[src/rtl/adc_seq_pkg.sv]
package adc_seq_pkg;
  // strobes passed from sequence control to result storage
  typedef struct packed {
    logic clrAll;   // start strobe: wipe flags and sequence status
    logic wrEn;     // accepted result: store it at the write index
    logic seqEnd;   // accepted result was the last one of its sequence
  } ctlStrobes_t;
endpackage

[src/rtl/adc_seq_ctrl.sv]
module adc_seq_ctrl
  import adc_seq_pkg::*;
#(
  parameter int NREG = 16,
  localparam int IDX_W = $clog2(NREG)
) (
  input  logic             clk,
  input  logic             rst_n,
  input  logic [IDX_W-1:0] seqLenCode,
  input  logic             ringMode,
  input  logic             autoRepeat,
  input  logic             startPulse,
  input  logic             convDone,
  output ctlStrobes_t      strobe,
  output logic [IDX_W-1:0] convIdx,
  output logic             active
);
  logic [IDX_W-1:0] seqCnt;
  logic [IDX_W-1:0] lastCnt;
  logic             accept;
  logic             lastConv;

  // code 0 wraps to the all-ones count, which gives NREG conversions
  assign lastCnt  = seqLenCode - IDX_W'(1);
  assign accept   = convDone && active && !startPulse;
  assign lastConv = accept && (seqCnt == lastCnt);

  always_comb begin
    strobe.clrAll = startPulse;
    strobe.wrEn   = accept;
    strobe.seqEnd = lastConv;
  end

  always_ff @(posedge clk or negedge rst_n) begin
    if (!rst_n) begin
      convIdx <= '0;
      seqCnt  <= '0;
      active  <= 1'b0;
    end else if (startPulse) begin
      convIdx <= '0;
      seqCnt  <= '0;
      active  <= 1'b1;
    end else if (accept) begin
      if (lastConv) begin
        seqCnt  <= '0;
        active  <= autoRepeat;
        convIdx <= ringMode ? convIdx + IDX_W'(1) : '0;
      end else begin
        seqCnt  <= seqCnt + IDX_W'(1);
        convIdx <= convIdx + IDX_W'(1);
      end
    end
  end


  idle_ignore_chk: assert property (@(posedge clk) disable iff (!rst_n)
    (!active && !startPulse) |=> ($stable(convIdx) && !active));

  start_zero_chk: assert property (@(posedge clk) disable iff (!rst_n)
    startPulse |=> (convIdx == '0 && active));

  ring_step_chk: assert property (@(posedge clk) disable iff (!rst_n)
    (strobe.wrEn && ringMode) |=> (convIdx == IDX_W'($past(convIdx) + IDX_W'(1))));

  plain_restart_chk: assert property (@(posedge clk) disable iff (!rst_n)
    (strobe.seqEnd && !ringMode) |=> (convIdx == '0));
endmodule

[src/rtl/adc_seq_store.sv]
module adc_seq_store
  import adc_seq_pkg::*;
#(
  parameter int NREG   = 16,
  parameter int DATA_W = 10,
  localparam int IDX_W = $clog2(NREG)
) (
  input  logic                   clk,
  input  logic                   rst_n,
  input  ctlStrobes_t            strobe,
  input  logic [IDX_W-1:0]       wrIdx,
  input  logic [DATA_W-1:0]      wrData,
  input  logic [NREG-1:0]        flagClr,
  output logic [NREG*DATA_W-1:0] resultFlat,
  output logic [NREG-1:0]        flags,
  output logic                   seqDone
);
  for (genvar g = 0; g < NREG; g++) begin : g_reg
    logic hit;
    assign hit = strobe.wrEn && (wrIdx == IDX_W'(g));

    always_ff @(posedge clk or negedge rst_n) begin
      if (!rst_n) resultFlat[g*DATA_W +: DATA_W] <= '0;
      else if (hit) resultFlat[g*DATA_W +: DATA_W] <= wrData;
    end

    // start wipes; a set beats a clear in the same cycle
    always_ff @(posedge clk or negedge rst_n) begin
      if (!rst_n) flags[g] <= 1'b0;
      else if (strobe.clrAll) flags[g] <= 1'b0;
      else if (hit) flags[g] <= 1'b1;
      else if (flagClr[g]) flags[g] <= 1'b0;
    end
  end

  always_ff @(posedge clk or negedge rst_n) begin
    if (!rst_n) seqDone <= 1'b0;
    else if (strobe.clrAll) seqDone <= 1'b0;
    else if (strobe.seqEnd) seqDone <= 1'b1;
  end


  flag_set_wins_chk: assert property (@(posedge clk) disable iff (!rst_n)
    strobe.wrEn |=> flags[$past(wrIdx)]);

  start_clears_chk: assert property (@(posedge clk) disable iff (!rst_n)
    strobe.clrAll |=> (flags == '0 && !seqDone));

  done_set_chk: assert property (@(posedge clk) disable iff (!rst_n)
    strobe.seqEnd |=> seqDone);

  data_hold_chk: assert property (@(posedge clk) disable iff (!rst_n)
    !strobe.wrEn |=> $stable(resultFlat));
endmodule

[src/rtl/adc_seq_place.sv]
module adc_seq_place
  import adc_seq_pkg::*;
#(
  parameter int NREG   = 16,
  parameter int DATA_W = 10,
  localparam int IDX_W = $clog2(NREG)
) (
  input  logic                   clk,
  input  logic                   rst_n,
  input  logic [IDX_W-1:0]       seqLenCode,
  input  logic                   ringMode,
  input  logic                   autoRepeat,
  input  logic                   startPulse,
  input  logic                   convDone,
  input  logic [DATA_W-1:0]      convData,
  input  logic [NREG-1:0]        flagClr,
  output logic [NREG*DATA_W-1:0] resultFlat,
  output logic [NREG-1:0]        resultValid,
  output logic                   seqDone,
  output logic [IDX_W-1:0]       convIdx,
  output logic                   busy
);
  ctlStrobes_t strobe;

  adc_seq_ctrl #(.NREG(NREG)) ctrl_i (
    .clk        (clk),
    .rst_n      (rst_n),
    .seqLenCode (seqLenCode),
    .ringMode   (ringMode),
    .autoRepeat (autoRepeat),
    .startPulse (startPulse),
    .convDone   (convDone),
    .strobe     (strobe),
    .convIdx    (convIdx),
    .active     (busy)
  );

  adc_seq_store #(.NREG(NREG), .DATA_W(DATA_W)) store_i (
    .clk        (clk),
    .rst_n      (rst_n),
    .strobe     (strobe),
    .wrIdx      (convIdx),
    .wrData     (convData),
    .flagClr    (flagClr),
    .resultFlat (resultFlat),
    .flags      (resultValid),
    .seqDone    (seqDone)
  );
endmodule

[config.mk]
export PLATFORM = sky130hd
export DESIGN_NAME = adc_seq_place
export DESIGN_NICKNAME = d
export VERILOG_FILES = /design/src/rtl/adc_seq_pkg.sv /design/src/rtl/adc_seq_ctrl.sv /design/src/rtl/adc_seq_store.sv /design/src/rtl/adc_seq_place.sv
export SDC_FILE = /design/constraint.sdc
export NUM_CORES = 1
export LEC_CHECK = 0
export ABC_AREA = 1
export BUFFER_PORTS_ARGS = -buffer_cell sky130_fd_sc_hd__buf_4
export CAP_MARGIN = 20
export CORE_ASPECT_RATIO = 0.8
export CORE_MARGIN = 4
export CORE_UTILIZATION = 42
export CTS_CLUSTER_SIZE = 10
export DETAILED_ROUTE_END_ITERATION = 10
export PLACE_DENSITY = 0.78
export RECOVER_POWER = 50
export SLEW_MARGIN = 15
export SYNTH_ARGS = -nofsm -noshare
export SYNTH_HDL_FRONTEND = slang
export SYNTH_SLANG_ARGS = --single-unit
[constraint.sdc]
create_clock -name clk -period 1.55 [get_ports clk]
set_input_delay 0.155 -clock clk [delete_from_list [all_inputs] [get_ports clk]]
set_output_delay 0.155 -clock clk [all_outputs]
set_load 0.005 [all_outputs]
==> results by group, run 1 <==
Floorplan
  • Die height: ~130 um
  • Initial Util: 43.6%
  • Core Area: 16800 sq um
  • Die width: 156 um
  • I/O pins: 218
  • Die ar.: 19700 sq um
  • FP Rows: 42

Setup path
  • Setup crit end kind: flip-flop
  • Crit Path Category: reg2reg
  • Data required, critical path: 1850 ps
  • Setup slack of the most critical reg-to-reg path: 40 ps
  • Worst r2r src: ctrl_i.convIdx[1]$_DFFE_PN0N_
  • Max FO, Critical Path: 21
  • CP Launch Type: flip-flop
  • CP endpoint: store_i.resultFlat[6]$_DFFE_PN0P_
  • Worst r2r dst: store_i.resultFlat[6]$_DFFE_PN0P_
  • Beginning of the critical path: ctrl_i.convIdx[1]$_DFFE_PN0N_
  • Data arrival, critical path: between 1500 and 2000 ps
  • R2R depth: 5

Clock network
  • Clock Tree Buf Depth: 2
  • CTS Sinks: 186
  • Reg clk slew, reported paths: 70 ps
  • CTS tree: done
  • Num CTS Buffers: 17
  • Worst skew pair latency: 430 ps
  • # H-tree levels: 4
  • Root Driver: clkbuf_16

Place
  • Hpwl dp: ~15000 um
  • Placed cells: 1132
  • Routability Congestion: a little over 0.8
  • # port buffers: roughly 220
  • Placement-stage cell area: 9330 sq um

Layout
  • NumNets Final: 995
  • Number of antenna diodes: 0
  • Finished Layout Cells: 1186
  • Layout area overhead: 37.3%
  • Most common cell after layout, fill and taps aside: nand2_1
  • Layout cell share with drive strength beyond 1: 31.1%
  • Most frequent cells in the layout: 217 x nand2_1, 185 x dfrtp_1, 181 x buf_4, 100 x o21ai_1, 71 x o21ai_0
  • Fillers: 1417
  • Fin area: 10100 sq um

Timing
  • RSZ-0062 raised after global routing: true
  • Tmin final: 1510 ps
  • Layout Skew: 7.52 ps
  • Setup violators final: 0
  • Slew HR: 31.2%
  • Slew Viols, Final: 0
  • Final period util: 97.2%
  • Hold Violations, Final: 0
  • Worst Tran Pin Value: a little over 1000 ps
  • Max frequency: 664 MHz

Worst hold path
  • Worst Hold Class: in2reg
  • Hold path depth: 4

Synthesis
  • Mean Syn Cell Area: 10.3 sq um
  • Register area share after synthesis: between 60% and 70%
  • Yosys warns: 0
  • Cell variety after synth: 29
  • Area contributors post-synth: dfrtp_1 63%, nand2_1 11%, o21ai_1 6.5%
  • Syn_nets: 753
  • Syn Inst Count: 711
  • Post-synth top area share: 63.4%
  • Cell taking the most area after synthesis: dfrtp_1
  • Seq cells post-synth: 186
  • Synthesized cell area: about 7300 sq um

Global route
  • Number of global-route vias before repair: a little under 6000
  • Largest net degree at the start of global routing: 79
  • Global Route Usage Sum: 22.6%
  • First-pass GRT wire length: about 34000 um
  • Remaining global-route overflow: 0
  • Antenna violations before repair: 1

Routing
  • Post-route DRC: 0
  • Via count: about 6000
  • Total wire length: 22400 um
  • DRT iter0 DRCs: 400
  • Post-DRT Antenna Nets: 0
  • Drt wl/cell: 18.9 um
  • Vias per Instance: roughly 5.1
  • DR pass1 iterations: 5

Power
  • Pwr dens: approximately 1100 nW/um^2
  • Max VDD drop: 717 uV
  • Leak: approximately 0.0051 uW

Status
  • Run status: finished, final reports clean

Flow run
  • Max Cap Viol: 0
==> worst max-delay path, cell delays in order, from the launching register on <==
cell     delay [ps]
dfrtp_1         420
inv_1           110
ha_2            330
nand4_4         300
nand2_1         140
o21ai_0          80
==> per-layer routing <==
| layer | vias to the layer above | wire length (um) | global-route usage (%) |
|---|---|---|---|
| li1 | 2815 | - | - |
| met1 | 2895 | 9700 | 32.4 |
| met2 | 264 | 10200 | 33.6 |
| met3 | 17 | 2240 | 7.96 |
| met4 | 0 | 220 | 4.84 |
| met5 | - | 0 | 0 |
==> cells by family after synthesis <==
family	after synthesis	share of synthesized area, %
flip-flops	186	63.4
AND/OR/NAND/NOR	258	16.6
AO/OA/AOI/OAI	180	12.6
XOR/XNOR	2	0.239
adder cells (fa/ha/maj)	6	1.02
buffers and inverters	79	6.07
==> worst min path at each step <==
stage | startpoint | to | slack (ps)
finish | startPulse | store_i.flags[6]$_DFFE_PN0P_ | 40
global route | startPulse | store_i.flags[6]$_DFFE_PN0P_ | 30
CTS | startPulse | store_i.flags[6]$_DFFE_PN0P_ | 30
detailed placement | rst_n | store_i.resultFlat[27]$_DFFE_PN0P_ | 180
global placement | rst_n | store_i.resultFlat[27]$_DFFE_PN0P_ | 180
floorplan | rst_n | ctrl_i.active$_DFFE_PN0P_ | -140
==> synthesized netlist by cell type <==
| cell type | n |
|---|---|
| nand2_1 | 218 |
| dfrtp_1 | 186 |
| o21ai_1 | 95 |
| o21ai_0 | 76 |
| inv_1 | 30 |
| buf_2 | 20 |
| buf_6 | 13 |
| clkbuf_1 | 10 |
| nand3_1 | 10 |
| nand4_4 | 8 |
| nor2_1 | 8 |
| nand4_2 | 7 |
| ha_1 | 6 |
| o21ai_2 | 6 |
| a21oi_1 | 2 |
| nand3_2 | 2 |
| nor2_4 | 2 |
| and2_1 | 1 |
| buf_1 | 1 |
| buf_12 | 1 |
| clkbuf_2 | 1 |
| clkbuf_4 | 1 |
| inv_2 | 1 |
| inv_6 | 1 |
| nand4_1 | 1 |
| o21a_1 | 1 |
| or2_2 | 1 |
| xnor2_1 | 1 |
| xor2_1 | 1 |
==> layout make-up <==
cell class	instances	area, sq um	area share [%]
Sequential cell	186	4660	46.2
Multi-Input combinational cell	448	2280	22.6
Tap cell	220	275	2.73
Inverter	32	125	1.24
Clock inverter	15	164	1.63
Clock buffer	17	425	4.22
Timing Repair Buffer	268	2150	21.3
==> flip-flops by register name, summed over array words and instances (netlist names) <==
register	flops
ctrl_i.active	1
ctrl_i.convIdx	4
ctrl_i.seqCnt	4
store_i.flags	16
store_i.resultFlat	160
store_i.seqDone	1
==> metrics by stage <==
stage	worst slack [ps]	hold WS [ps]	util [%]	power (uW)	setup TNS [ps]
2_1_floorplan	147	-141	-	5870	0
3_3_place_gp	102	177	55.5	6730	0
3_5_place_dp	-12.6	177	55.5	6770	-12.6
4_1_cts	21.7	32.5	60.1	11100	0
5_1_grt	-85.7	27.9	59.9	11500	-2320
6_report	43.0	41.8	59.9	11000	0
==> report_power, final <==
group,switching [uW],internal (uW),total [uW]
Clock,2010,2280,4290
Sequential,215,5160,5380
Combinational,683,640,1320
Total,2910,8080,11000
==> what timing repair did <==
action,in CTS,in global routing
setup endpoints to repair,5,89
pin swaps,3,4
hold endpoints to repair,202,0
setup buffers,0,2
gates cloned,1,2
resized for setup,4,8
hold buffers,17,0
No activity file was read; power rests on OpenSTA's default activity.
==> run 2: changes to the inputs <==
--- a/config.mk
+++ b/config.mk
@@ -8,3 +8,2 @@
 export ABC_AREA = 1
-export BUFFER_PORTS_ARGS = -buffer_cell sky130_fd_sc_hd__buf_4
 export CAP_MARGIN = 20
@@ -15,3 +14,4 @@
 export DETAILED_ROUTE_END_ITERATION = 10
-export PLACE_DENSITY = 0.78
+export DONT_BUFFER_PORTS = 1
+export PLACE_DENSITY = 0.67
 export RECOVER_POWER = 50
==> constraint.sdc (replaced) <==
create_clock -name clk -period 1.55 [get_ports clk]
set_input_delay 0.0775 -clock clk [delete_from_list [all_inputs] [get_ports clk]]
set_output_delay 0.0775 -clock clk [all_outputs]
set_load 0.005 [all_outputs]
==> run 2 against run 1 <==
Effect of this change: the flow now finishes with violations (hold timing); critical path depth increased by 1; worst hold slack got worse by 700 ps; via count decreased by 9.2%; combinational power decreased by 40%; non-clock buffer count decreased by 200; clock power decreased by 4%; clock-buffer cell count unchanged; maximum frequency increased by 2.8%; sequential power increased by 1%; sequential cell count unchanged; global-route usage decreased by 1.6 points; power decreased by 5.6%; critical endpoint is now store_i.resultFlat[87]$_DFFE_PN0P_; largest cell class unchanged.
==> results by group, run 2 (synthesis gave the netlist of run 1 again) <==
Timing
  • RSZ-0062 raised after global routing: true
  • Slew Viols, Final: 0
  • Worst Tran Pin Value: 485 ps
  • Max frequency: between 600 and 700 MHz
  • TNS Setup: 0 ps
  • Setup violators final: 0
  • Hold Violations, Final: 186
  • Tmin final: 1470 ps
  • Final period util: 94.5%
  • Slew HR: 67.6%
  • Min Hold Slack: -656 ps
  • Layout Skew: just over 9 ps

Global route
  • Antenna violations before repair: 0
  • First-pass GRT wire length: ~32000 um
  • Largest net degree at the start of global routing: 187
  • Remaining global-route overflow: 0
  • Number of global-route vias before repair: 5324
  • Global Route Usage Sum: 21.1%

Setup path
  • Max FO, Critical Path: 11
  • CP max stage delay: 420 ps
  • Worst path cell trace: inv_1 > ha_4 > nand4_4 > buf_12 > nand2_1 > o21ai_1
  • CP Launch Type: flip-flop
  • Crit Path Category: reg2reg
  • Setup crit end kind: flip-flop
  • Top Family by Delay on Critical Path: flip-flops
  • Beginning of the critical path: ctrl_i.convIdx[1]$_DFFE_PN0N_
  • CP max stage cell: dfrtp_1
  • Buf/Inv on CP: 2
  • Data required, critical path: 1840 ps
  • Worst r2r src: ctrl_i.convIdx[1]$_DFFE_PN0N_
  • Data arrival, critical path: 1760 ps

Floorplan
  • I/O pins: between 200 and 250
  • Die width: 156 um
  • Initial Util: 43.6%
  • FP Rows: 42
  • Die ar.: around 20000 sq um
  • Die height: 126 um
  • Core Area: about 17000 sq um

Place
  • # port buffers: 0
  • Hpwl dp: 13500 um
  • Routability Congestion: 0.883

Clock network
  • Worst skew pair latency: 420 ps
  • # H-tree levels: 4
  • Clock Tree Buf Depth: 2
  • Post-CTS Hold Fix Bufs: 20
  • Root Driver: clkbuf_16
  • CTS tree: done
  • Num CTS Buffers: 17
  • Reg clk slew, reported paths: 70 ps
  • CTS Sinks: 186

Layout
  • Most common cell after layout, fill and taps aside: nand2_1
  • Top Registers: store_i.resultFlat x160, store_i.flags x16
  • Most frequent cells in the layout: 218 x nand2_1, 185 x dfrtp_1, 100 x o21ai_1, 71 x o21ai_0, 30 x buf_4
  • Top reg by flops: store_i.resultFlat
  • Number of antenna diodes: 0
  • Max reg flops: 160
  • NumNets Final: 803
  • Layout area overhead: 20.7%
  • Layout cell share with drive strength beyond 1: 15.8%

Routing
  • Via count: 5437
  • Drt wl/cell: around 22 um
  • Post-DRT Antenna Nets: 0
  • DRT met1 WL: approximately 9100 um
  • DR pass1 iterations: 6
  • Post-route DRC: 0
  • Total wire length: roughly 22000 um
  • DRT iter0 DRCs: 434
  • Vias per Instance: 5.47
  • Met2 WL: 10500 um
  • Top sig layer: met4
  • Routed wl met3: 2480 um

Power
  • Leak: 0.00418 uW
  • Sw Pwr: 2760 uW
  • Reg power frac: 52.7%
  • Max VDD drop: around 660 uV
  • Sw Share: around a quarter
  • Clk network pwr share: 39.7%
  • Combinational power share: 7.6%
  • Pwr dens: 1170 nW/um^2
  • Power Internal: 7610 uW

Flow run
  • Max Cap Viol: 0

Status
  • Violated checks: hold timing
  • Run status: finished with violations

Worst hold path
  • Worst Hold Class: in2async
## run 2: cell count changes in the layout (fill, tap and decap cells not counted), sizes merged
| cell | previous run | this run |
|---|---|---|
| clkinv | 6 | 5 |
| buf | 193 | 45 |
| dlygate4sd3 | 17 | 20 |
| inv | 36 | 38 |
| nand4 | 18 | 26 |
| bufinv | 1 | 0 |
| clkbuf | 75 | 20 |
## run 2: what timing repair did
action / in CTS / in global routing
gates cloned: 2 / 11
hold endpoints to repair: 211 / 186
setup buffers: 0 / 12
pin swaps: 2 / 3
setup endpoints to repair: 27 / 101
gates resized for setup: 4 / 17
## run 2: layout make-up
| cell class | instances | area [sq um] |
|---|---|---|
| Clock buffer | 17 | 425 |
| Inverter | 32 | 125 |
| Tap cell | 220 | 275 |
| Fill cell | 1467 | 7960 |
| Timing Repair Buffer | 68 | 783 |
| Multi-Input combinational cell | 456 | 2460 |
| Clock inverter | 15 | 134 |
| Sequential cell | 186 | 4660 |
## run 2: metrics by stage
step / utilization, % / power, uW / area [sq um] / setup WS, ps / instances
2_1_floorplan: - / 5870 / 7340 / 147 / 711
3_3_place_gp: 45.5 / 6100 / 7650 / 73.2 / 917
3_5_place_dp: 45.5 / 6150 / 7650 / -54.2 / 917
4_1_cts: 50.2 / 10300 / 8440 / 0.716 / 971
5_1_grt: 52.7 / 10800 / 8850 / -12.2 / 994
6_report: 52.7 / 10400 / 8850 / 84.5 / 994
## run 2: metal layers
| layer | vias to the layer above | global-route usage, % |
|---|---|---|
| li1 | 2463 | - |
| met1 | 2707 | 26.5 |
| met2 | 246 | 32.8 |
| met3 | 21 | 9.22 |
| met4 | 0 | 6.79 |
| met5 | - | 0 |
## run 2: worst paths after layout
path / end / slack [ps] / cells past startpoint
setup reg to reg: store_i.resultFlat[87]$_DFFE_PN0P_ / 80 / 6
hold reg to reg: store_i.resultFlat[135]$_DFFE_PN0P_ / 520 / 2
max in group asynchronous: ctrl_i.seqCnt[3]$_DFFE_PN0N_ / 1940 / 0
min in group clk: store_i.seqDone$_DFFE_PN0P_ / 20 / 4
setup / recovery: store_i.resultFlat[87]$_DFFE_PN0P_ / 80 / 6
hold / removal: store_i.resultFlat[24]$_DFFE_PN0P_ / -660 / 0
## run 2: power by group through the flow
| stage | clock network (uW) | logic, uW | registers (uW) |
|---|---|---|---|
| floorplan | 0 | 429 | 5440 |
| global placement | 0 | 561 | 5540 |
| detailed placement | 0 | 599 | 5550 |
| CTS | 4190 | 659 | 5460 |
| global route | 4440 | 887 | 5500 |
| finish | 4120 | 793 | 5460 |
==> run 3: changes to the inputs <==
CELL_PAD_IN_SITES_DETAIL_PLACEMENT = 0   (was unset)
CELL_PAD_IN_SITES_GLOBAL_PLACEMENT = 1   (was unset)
PLACE_DENSITY = 0.82   (was 0.67)
==> run 3 against run 2 <==
Effect of this change: the flow finishes with violations (hold timing, setup timing); sequential power about the same; first-iteration DRC count decreased by 8.8%; global-route usage decreased by 0.071 points.
==> results by group, run 3 (synthesis gave the netlist of run 1 again) <==
Status
  • Run status: finished with violations
  • Violated checks: hold timing, setup timing

Routing
  • DR pass1 iterations: 5
  • Total wire length: approximately 22000 um
  • Via count: 5400
  • Post-DRT Antenna Nets: 0
  • DRT iter0 DRCs: just under 400
  • Drt wl/cell: 22.6 um
  • Post-route DRC: 0
  • Vias per Instance: 5.49

Global route
  • Number of global-route vias before repair: 5082
  • Global Route Usage Sum: 21.0%
  • Largest net degree at the start of global routing: 187
  • Antenna violations before repair: 1
  • First-pass GRT wire length: 31200 um
  • Remaining global-route overflow: 0

Clock network
  • Root Driver: clkbuf_16
  • CTS tree: done
  • CTS Sinks: 186
  • Clock Tree Buf Depth: 2
  • Post-CTS Hold Fix Bufs: 19
  • Worst skew pair latency: 430 ps
  • Reg clk slew, reported paths: 70 ps
  • Num CTS Buffers: 17
  • # H-tree levels: 4

Timing
  • Final period util: 101%
  • Tmin final: 1570 ps
  • Hold Violations, Final: ~190
  • Setup ws final: -15.3 ps
  • Slew Viols, Final: 0
  • Worst Tran Pin Value: 484 ps
  • Setup violators final: 6
  • Max frequency: between 600 and 700 MHz
  • Layout Skew: 5.96 ps
  • RSZ-0062 raised after global routing: true
  • Slew HR: 67.6%
  • Min Hold Slack: -661 ps

Floorplan
  • Core Area: 16800 sq um
  • Die height: 126 um
  • I/O pins: 218
  • FP Rows: 42
  • Initial Util: 43.6%
  • Die width: 156 um
  • Die ar.: 19700 sq um

Power
  • Combinational power share: 6.6%
  • Reg power frac: 49.3%
  • Power Internal: 8280 uW
  • Pwr dens: 1260 nW/um^2
  • Clk network pwr share: a little over two fifths
  • Sw Pwr: 2800 uW
  • Leak: 0.00416 uW
  • Sw Share: between 20% and 30%
  • Max VDD drop: 735 uV
  • Total Power: 11100 uW

Setup path
  • Crit Path Category: reg2reg
  • CP Launch Type: flip-flop
  • Beginning of the critical path: ctrl_i.convIdx[0]$_DFFE_PN0N_
  • CP endpoint: store_i.resultFlat[73]$_DFFE_PN0P_
  • Setup slack of the most critical reg-to-reg path: -20 ps
  • Data required, critical path: 1850 ps
  • Worst r2r src: ctrl_i.convIdx[0]$_DFFE_PN0N_
  • Data arrival, critical path: 1870 ps
  • Worst r2r dst: store_i.resultFlat[73]$_DFFE_PN0P_
  • R2R depth: 5
  • Max FO, Critical Path: 10
  • Setup crit end kind: flip-flop

Flow run
  • Max Cap Viol: 0

Layout
  • Finished Layout Cells: 983
  • Layout area overhead: 19.8%
  • Layout cell share with drive strength beyond 1: 15.0%
  • Top Registers: store_i.resultFlat x160, store_i.flags x16
  • Most frequent cells in the layout: 216 x nand2_1, 186 x dfrtp_1, 105 x o21ai_1, 66 x o21ai_0, 28 x inv_1
  • NumNets Final: 791
  • Top reg by flops: store_i.resultFlat
  • Max reg flops: 160
  • Most common cell after layout, fill and taps aside: nand2_1
  • Fillers: 1474

Place
  • Routability Congestion: 0.809
  • # port buffers: 0
  • Placed cells: 915
  • Hpwl dp: 13200 um

Worst hold path
  • Worst Hold Class: in2async
## run 3: cell types whose count changed in the layout (fill, tap and decap cells not counted), moves of 2 or more
cell	previous run	this run
buf_12	13	8
buf_4	30	25
bufinv_16	0	4
clkinv_2	2	0
clkinvlp_4	4	0
inv_6	4	2
inv_8	3	5
nand2_1	218	216
nand2_2	0	2
nand4_4	16	13
o21ai_0	71	66
o21ai_1	100	105
## run 3: worst max-delay path, cell delays in order, from the launching register on
cell	delay, ps
dfrtp_1	480
ha_1	190
buf_4	260
nand4_2	310
nand2_1	130
o21ai_1	80
## run 3: how the worst min path moves through the flow
stage,to,slack [ps],cells after the start
global placement,ctrl_i.active$_DFFE_PN0P_,-210,0
CTS,store_i.resultFlat[113]$_DFFE_PN0P_,-680,0
detailed placement,store_i.resultFlat[113]$_DFFE_PN0P_,-210,0
finish,ctrl_i.seqCnt[2]$_DFFE_PN0N_,-660,0
floorplan,ctrl_i.active$_DFFE_PN0P_,-220,0
global route,store_i.flags[1]$_DFFE_PN0P_,-680,0
## run 3: per-stage QoR
stage / setup TNS (ps) / worst slack (ps) / utilization (%) / instance area [sq um]
finish: -51.9 / -15.3 / 52.3 / 8790
global route: -7060 / -106 / 52.3 / 8790
floorplan: 0 / 147 / - / 7340
CTS: -0.679 / -0.679 / 50.5 / 8490
detailed placement: -1140 / -63.8 / 45.3 / 7610
global placement: 0 / 3.81 / 45.3 / 7610
## run 3: timing repair
item / 4_1_cts / 5_1_grt
cloned: 1 / 11
pin swaps: 1 / 10
resized for setup: 4 / 23
setup buffers: 0 / 4
hold endpoints to repair: 210 / 186
endpoints found under the setup margin: 62 / 103
## run 3: routing by layer
metal	vias up	GRT usage (%)	wire, um
met2	273	31.6	10200
met1	2662	27.8	9100
met4	0	5.82	360
met5	-	0	0
li1	2445	-	-
met3	20	9.40	2600
## run 3: area by class of cell
type	instances	area [sq um]	area share, %
tap	220	275	3.13
inverter	32	125	1.42
antenna	1	2.50	0.0285
timing repair buffer	58	647	7.36
multi-input combinational	454	2420	27.5
clock buffer	18	439	5.00
clock inverter	14	228	2.59
sequential	186	4650	52.9
## run 3: power groups by stage
stage / registers (uW) / logic, uW / clock network (uW)
6_report: 5470 / 737 / 4880
5_1_grt: 5500 / 824 / 5160
4_1_cts: 5470 / 656 / 4950
3_5_place_dp: 5560 / 602 / 0
3_3_place_gp: 5550 / 570 / 0
2_1_floorplan: 5440 / 429 / 0
